### src/rtl/pck_pkg.sv
package pck_pkg;

    typedef enum logic [1:0] {
        KIND_READ  = 2'd0,
        KIND_WRITE = 2'd1,
        KIND_FETCH = 2'd2
    } acc_kind_e;

    typedef enum logic [1:0] {
        FC_NONE     = 2'd0,
        FC_ALIGN    = 2'd1,
        FC_TLB_MISS = 2'd2
    } fault_code_e;

    typedef enum logic [1:0] {
        ST_IDLE  = 2'd0,
        ST_DONE  = 2'd1,
        ST_FAULT = 2'd2,
        ST_WALK  = 2'd3
    } stage_e;

    // Memory-type value that marks region 0 as normal memory
    localparam logic [1:0] TYPE_NORMAL = 2'd2;

endpackage

### src/rtl/pck_align.sv
module pck_align
    import pck_pkg::*;
#(
    parameter int ALIGN_W = 4
) (
    input  logic [1:0]         kind,
    input  logic [ALIGN_W-1:0] addr_low,
    input  logic [ALIGN_W-1:0] mask,
    input  logic               strict,
    input  logic               allow_unal,
    output logic               misaligned
);
    logic enforce;
    logic overlap;

    always_comb begin
        enforce    = strict || !allow_unal;
        overlap    = |(addr_low & mask);
        misaligned = (kind != KIND_FETCH) && enforce && overlap;
    end
endmodule

### src/rtl/pck_cache.sv
module pck_cache
    import pck_pkg::*;
(
    input  logic       is_fetch,
    input  logic       icache_en,
    input  logic       dcache_en,
    input  logic       remap_en,
    input  logic [1:0] type0,
    input  logic [1:0] inner0,
    input  logic [1:0] outer0,
    output logic       unc_enable,
    output logic       unc_flat
);
    logic remap_unc;

    always_comb begin
        unc_enable = is_fetch ? !icache_en : !dcache_en;
        remap_unc  = (inner0 == 2'd0) || (outer0 == 2'd0) || (type0 != TYPE_NORMAL);
        unc_flat   = remap_en ? remap_unc : 1'b1;
    end
endmodule

### src/rtl/pck_decide.sv
module pck_decide
    import pck_pkg::*;
(
    input  logic        valid,
    input  logic        clrex,
    input  logic        misaligned,
    input  logic        xlat_en,
    input  logic        tlb_miss,
    input  logic        prefetch,
    output stage_e      nxt_state,
    output fault_code_e nxt_code,
    output logic        nxt_pf,
    output logic        nxt_final
);
    always_comb begin
        nxt_state = ST_IDLE;
        nxt_code  = FC_NONE;
        nxt_pf    = 1'b0;
        nxt_final = 1'b0;
        if (valid) begin
            if (clrex) begin                    // T_CLREX
                nxt_state = ST_DONE;
                nxt_final = 1'b1;
            end else if (misaligned) begin      // T_MISALIGN
                nxt_state = ST_FAULT;
                nxt_code  = FC_ALIGN;
            end else if (!xlat_en) begin        // T_FLAT
                nxt_state = ST_DONE;
                nxt_final = 1'b1;
            end else if (tlb_miss) begin
                if (prefetch) begin             // T_PF_MISS
                    nxt_state = ST_FAULT;
                    nxt_code  = FC_TLB_MISS;
                    nxt_pf    = 1'b1;
                end else begin                  // T_MISS
                    nxt_state = ST_WALK;
                end
            end else begin                      // T_HIT
                nxt_state = ST_DONE;
            end
        end
    end
endmodule

### src/rtl/xlat_precheck.sv
module xlat_precheck
    import pck_pkg::*;
#(
    parameter int ADDR_W  = 32,
    parameter int CTX_W   = 8,
    parameter int ALIGN_W = 4
) (
    input  logic               clk,
    input  logic               rst_n,
    input  logic               req_valid,
    input  logic [ADDR_W-1:0]  req_vaddr,
    input  logic [CTX_W-1:0]   req_ctx,
    input  logic [1:0]         req_kind,
    input  logic               req_clrex,
    input  logic               req_prefetch,
    input  logic               req_allow_unal,
    input  logic [ALIGN_W-1:0] req_align_mask,
    input  logic               tlb_miss,
    input  logic               ctl_xlat_en,
    input  logic               ctl_align_strict,
    input  logic               ctl_icache_en,
    input  logic               ctl_dcache_en,
    input  logic               ctl_remap_en,
    input  logic [1:0]         remap_type0,
    input  logic [1:0]         remap_inner0,
    input  logic [1:0]         remap_outer0,
    output logic               rsp_valid,
    output logic [ADDR_W-1:0]  rsp_paddr,
    output logic               rsp_uncached,
    output logic               rsp_final,
    output logic               rsp_fault,
    output logic [1:0]         rsp_fault_code,
    output logic               rsp_fault_pf,
    output logic               walk_req,
    output logic [ADDR_W-1:0]  walk_vaddr,
    output logic [CTX_W-1:0]   walk_ctx
);
    localparam logic [ADDR_W-1:0] ZERO_ADDR = '0;

    logic        misaligned;
    logic        unc_enable;
    logic        unc_flat;
    logic        is_fetch;
    stage_e      state_q, state_d;
    fault_code_e code_d, code_q;
    logic        pf_d, pf_q;
    logic        final_d, final_q;
    logic [ADDR_W-1:0] addr_d, addr_q;
    logic        unc_d, unc_q;
    logic [CTX_W-1:0]  ctx_q;

    assign is_fetch = (req_kind == KIND_FETCH);

    pck_align #(.ALIGN_W(ALIGN_W)) i_align (
        .kind       (req_kind),
        .addr_low   (req_vaddr[ALIGN_W-1:0]),
        .mask       (req_align_mask),
        .strict     (ctl_align_strict),
        .allow_unal (req_allow_unal),
        .misaligned (misaligned)
    );

    pck_cache i_cache (
        .is_fetch   (is_fetch),
        .icache_en  (ctl_icache_en),
        .dcache_en  (ctl_dcache_en),
        .remap_en   (ctl_remap_en),
        .type0      (remap_type0),
        .inner0     (remap_inner0),
        .outer0     (remap_outer0),
        .unc_enable (unc_enable),
        .unc_flat   (unc_flat)
    );

    pck_decide i_decide (
        .valid      (req_valid),
        .clrex      (req_clrex),
        .misaligned (misaligned),
        .xlat_en    (ctl_xlat_en),
        .tlb_miss   (tlb_miss),
        .prefetch   (req_prefetch),
        .nxt_state  (state_d),
        .nxt_code   (code_d),
        .nxt_pf     (pf_d),
        .nxt_final  (final_d)
    );

    // Payload chosen for the outcome being registered
    always_comb begin
        if (req_clrex) begin
            addr_d = ZERO_ADDR;
            unc_d  = 1'b1;
        end else if (!ctl_xlat_en) begin
            addr_d = req_vaddr;
            unc_d  = unc_enable || unc_flat;
        end else begin
            addr_d = ZERO_ADDR;
            unc_d  = unc_enable;
        end
    end

    // State register
    always_ff @(posedge clk) begin
        if (!rst_n) state_q <= ST_IDLE;
        else        state_q <= state_d;
    end

    // Payload register
    always_ff @(posedge clk) begin
        if (!rst_n) begin
            addr_q  <= '0;
            ctx_q   <= '0;
            unc_q   <= 1'b0;
            code_q  <= FC_NONE;
            pf_q    <= 1'b0;
            final_q <= 1'b0;
        end else begin
            addr_q  <= addr_d;
            ctx_q   <= req_ctx;
            unc_q   <= unc_d;
            code_q  <= code_d;
            pf_q    <= pf_d;
            final_q <= final_d;
        end
    end

    // Outputs decoded from the state
    always_comb begin
        rsp_valid      = 1'b0;
        rsp_paddr      = '0;
        rsp_uncached   = 1'b0;
        rsp_final      = 1'b0;
        rsp_fault      = 1'b0;
        rsp_fault_code = FC_NONE;
        rsp_fault_pf   = 1'b0;
        walk_req       = 1'b0;
        walk_vaddr     = '0;
        walk_ctx       = '0;
        unique case (state_q)
            ST_IDLE: ;
            ST_DONE: begin
                rsp_valid    = 1'b1;
                rsp_paddr    = addr_q;
                rsp_uncached = unc_q;
                rsp_final    = final_q;
            end
            ST_FAULT: begin
                rsp_valid      = 1'b1;
                rsp_fault      = 1'b1;
                rsp_fault_code = code_q;
                rsp_fault_pf   = pf_q;
            end
            ST_WALK: begin
                walk_req   = 1'b1;
                walk_vaddr = addr_walk();
                walk_ctx   = ctx_q;
            end
            default: ;
        endcase
    end

    // Walk address: the registered virtual address captured for walks
    logic [ADDR_W-1:0] walk_addr_q;
    always_ff @(posedge clk) begin
        if (!rst_n) walk_addr_q <= '0;
        else        walk_addr_q <= req_vaddr;
    end

    function automatic logic [ADDR_W-1:0] addr_walk();
        return walk_addr_q;
    endfunction

    // ---------------- assertions ----------------
    a_r1_quiet_after_reset: assert property (@(posedge clk)
        !$past(rst_n) |-> (!rsp_valid && !walk_req));

    a_r12_idle_no_output: assert property (@(posedge clk) disable iff (!rst_n)
        !$past(req_valid) |-> (!rsp_valid && !walk_req));

    a_r10_walk_excludes_rsp: assert property (@(posedge clk) disable iff (!rst_n)
        walk_req |-> !rsp_valid);

    a_r10_walk_one_cycle: assert property (@(posedge clk) disable iff (!rst_n)
        (walk_req && !req_valid) |=> !walk_req);

    a_r2_clrex_result: assert property (@(posedge clk) disable iff (!rst_n)
        ($past(req_valid) && $past(req_clrex)) |->
        (rsp_valid && !rsp_fault && rsp_uncached && rsp_final && rsp_paddr == '0));

    a_r4_fetch_never_misaligned: assert property (@(posedge clk) disable iff (!rst_n)
        ($past(req_valid) && $past(req_kind) == KIND_FETCH) |->
        !(rsp_fault && rsp_fault_code == FC_ALIGN));

    a_r9_prefetch_miss_no_walk: assert property (@(posedge clk) disable iff (!rst_n)
        ($past(req_valid) && $past(req_prefetch) && $past(tlb_miss)) |-> !walk_req);

    a_r6_flat_address: assert property (@(posedge clk) disable iff (!rst_n)
        (rsp_valid && rsp_final && !$past(req_clrex)) |-> (rsp_paddr == $past(req_vaddr)));
endmodule

### config.mk
export PLATFORM = sky130hd
export DESIGN_NAME = xlat_precheck
export DESIGN_NICKNAME = d
export VERILOG_FILES = /design/src/rtl/pck_pkg.sv /design/src/rtl/pck_align.sv /design/src/rtl/pck_cache.sv /design/src/rtl/pck_decide.sv /design/src/rtl/xlat_precheck.sv
export SDC_FILE = /design/constraint.sdc
export NUM_CORES = 1
export LEC_CHECK = 0
export ABC_AREA = 1
export BUFFER_PORTS_ARGS = -buffer_cell sky130_fd_sc_hd__clkbuf_2
export CORE_UTILIZATION = 49
export CTS_CLUSTER_DIAMETER = 80
export CTS_CLUSTER_SIZE = 40
export DETAILED_ROUTE_END_ITERATION = 8
export GPL_TIMING_DRIVEN = 0
export PLACE_DENSITY = 0.82
export REMOVE_ABC_BUFFERS = 1
export SLEW_MARGIN = 30
export SYNTH_ARGS = -nofsm -noshare
export SYNTH_HDL_FRONTEND = slang
export SYNTH_SLANG_ARGS = --single-unit
### constraint.sdc
create_clock -name clk -period 3.3 [get_ports clk]
set_clock_uncertainty 0.15 [all_clocks]
set_input_delay 0.165 -clock clk [delete_from_list [all_inputs] [get_ports clk]]
set_output_delay 0.165 -clock clk [all_outputs]
set_load 0.01 [all_outputs]
==> qor.yml <==
finish:
  diodes: 0
  drive_gt1_share_pct: 27.7
  final_net_count: 687
  area_delta_synth_final_pct: 45.4
power_and_ir_drop:
  p_int_mw: 1.38
  finalPower_mw: 1.79
  seq_power_share_pct: 55.5
  p_switching_uw: 411
  max-vdd-ir-drop_uv: 280
  swShare_pct: 23.0
  p_clk_share_pct: 34.2
  pwr-share-comb_pct: 10.3
  powerDensity_nw_per_um2: 407
  leakage_nw: 3.14
synth:
  synth.most_common_cell: "inv_1"
  synth_edf_count: 0
  ys.flop_type: "dfxtp_1"
  synthCells: 434
  ys_top_cells_by_area: "dfxtp_1 52%, inv_1 19%, nand2_1 16%"
  synth.largest_area_cell: "dfxtp_1"
  async_flop_share_pct: 0
  synth-simple-area-share_pct: 22.6
  synth_mux_area_share_pct: 0
  synth_compound_area_share_pct: 1.49
  post_synth_xor_area_fraction_pct: 0
  synth_top_family_by_area: "buffers and inverters"
  syn_area_sq_um: 3020
  synth_commonest_cells: "157 x inv_1, 131 x nand2_1, 78 x dfxtp_1"
  yosysWarningCount: 0
  synth_cell_types: 20
  synthAdderAreaFrac_pct: 1.24
  ys_seq_elements: 78
  synth_top_cell_area_share_pct: 51.6
  yosysSeqAreaShare_pct: 51.6
  syn_avg_cell_area_sq_um: 6.97
route:
  viasPerCell: 4.27
  num_vias: 2977
  drt-initial-drc-count: 91
  ant_nets: 0
  wirelength_microns: 7360
  avgRoutedWirePerCell_microns: 10.6
  firstDrtPassIters: 4
  drc_errors: 0
timing:
  slew_headroom_pct: 37.3
  fin_crit_ns: 2.04
  tns_ns: 0
  rsz0062_at_grt: "false"
  fmax_ghz: 0.491
  worst_slew_pin_slew_ns: 0.941
  hold_viol: 0
  period_share_pct: 61.7
  maxSlewViolCount: 0
  setup_viol: 0
  worst_hold_slack_ns: 0.0153
critical_path:
  critPathCaptureType: "primary output"
  cp_max_fo: 34
  cp-start-kind: "flop"
  slowest_delay_ns: 0.64
  crit_chain: "inv_1, ha_2, nand2_1, inv_1, clkbuf_2"
  cp.arrival_ns: 1.72
  crit_type: "reg -> out"
  cp_slowest_cell: "ha_2"
  path_common_cell: "inv_1"
  cp.required_ns: 2.98
die:
  rows: 28
  die-area_sq_um: 6490
  die_y_microns: 80.6
  initial_core_util_pct: 51.1
  die_w_microns: 80.6
  core_area_sq_um: 5920
  ios: 144
placement:
  hpwl_microns: 4250
  io_buffers: 143
  finalWeightedCongestion: 0.793
global_route:
  grt_antenna_before_repair: 0
  grt_pass1_wl_microns: 11600
  grt-ovfl-total: 0
  first_global_vias: 2855
  grt_max_degree: 45
  track_usage_pct: 23.6
clock_network:
  cts_tree: "built"
  ctsLongestPathBuffers: 2
  clk_pin_slew_ns: 0.07
  htree_levels: 3
  post_cts_resize_count: 0
  cts_buffers: 9
  cts_root_buf: "clkbuf_8"
  numClockSinks: 78
min_path:
  hold_end: "code_q[1]$_SDFF_PP0_"
  hold_class: "in -> reg"
  worstHoldStart: "ctl_xlat_en"
  worstHoldPathCells: 3
job:
  timing.max_cap.violations: 0
outcome:
  outcome: "finished clean"
## worst max path at each step
| stage | startpoint | slack (ns) | endpoint | cells after the start |
|---|---|---|---|---|
| 2_1_floorplan | state_q[0]$_SDFF_PP0_ | 1.61 | walk_ctx[0] | 3 |
| 3_5_place_dp | rst_n | 1.25 | addr_q[30]$_SDFF_PP0_ | 5 |
| 4_1_cts | state_q[1]$_SDFF_PP0_ | 1.23 | rsp_paddr[20] | 5 |
| 3_3_place_gp | state_q[0]$_SDFF_PP0_ | 1.03 | walk_vaddr[0] | 4 |
| 6_report | state_q[1]$_SDFF_PP0_ | 1.26 | rsp_paddr[13] | 5 |
| 5_1_grt | state_q[0]$_SDFF_PP0_ | 1.09 | rsp_paddr[13] | 4 |
## power groups by stage
stage               combinational (mW)  sequential [mW]  clock (mW)
floorplan                       0.0648             1.01           0
global placement                 0.132             1.01           0
detailed placement               0.138             1.01           0
CTS                              0.183            0.991       0.629
global route                     0.207            0.995       0.663
finish                           0.185            0.992       0.612
## placed cells by master (no fill, tap or decap), drive strengths merged, types with 2 or more instances in the layout
master	instances
a21oi	3
clkbuf	155
dfxtp	78
dlygate4sd3	48
ha	3
inv	158
nand2	132
nand3	2
nor2	34
o21ai	4
## what timing repair did
item                                    CTS  global route
hold endpoints to repair                 78             0
buffers inserted                          0             0
hold buffers                             48             0
endpoints found under the setup margin    0             0
## registers in the layout, summed over array words and instances (netlist names)
name,count
code_q,2
state_q,2
addr_q,32
unc_q,1
walk_addr_q,32
ctx_q,8
final_q,1
## critical path, delay by kind of cell (launching register included)
family | cells | cell delay [ns]
fa+ha+maj | 1 | 0.64
flops | 1 | 0.33
simple gates | 1 | 0.12
buf+inv | 3 | 0.28
## per-layer routing
| layer | vias to the layer above | GRT usage, % | routed length, microns | share of wire, % |
|---|---|---|---|---|
| li1 | 1521 | - | - | - |
| met1 | 1326 | 22.7 | 2860 | 39 |
| met2 | 115 | 46.1 | 3890 | 53 |
| met3 | 15 | 5.23 | 473 | 6.4 |
| met4 | 0 | 11.8 | 135 | 1.8 |
| met5 | - | 0 | 0 | 0 |
## stage by stage
step	utilization, %	cell area [sq um]	setup slack, ns	cells
after global placement	63.0	3730	1.03	635
after global routing	74.3	4400	1.09	697
after detailed placement	63.4	3750	1.25	636
after CTS	74.3	4400	1.23	697
after floorplan	-	2920	1.61	417
final	74.3	4400	1.26	697
## final cells by class
type,instances,area [sq um]
Clock buffer,12,155
Tap cell,75,93.8
Timing Repair Buffer,192,1220
Inverter,158,593
Fill cell,450,1520
Sequential cell,78,1560
Multi-Input combinational cell,181,771
Clock inverter,1,7.51
## cells by family after synthesis
family,count (synthesis)
buffers and inverters,175
AOI/OAI and AO/OA,8
adders and majority gates,3
DFF,78
and+or+nand+nor,170
Power figures use the tool's default switching activity.
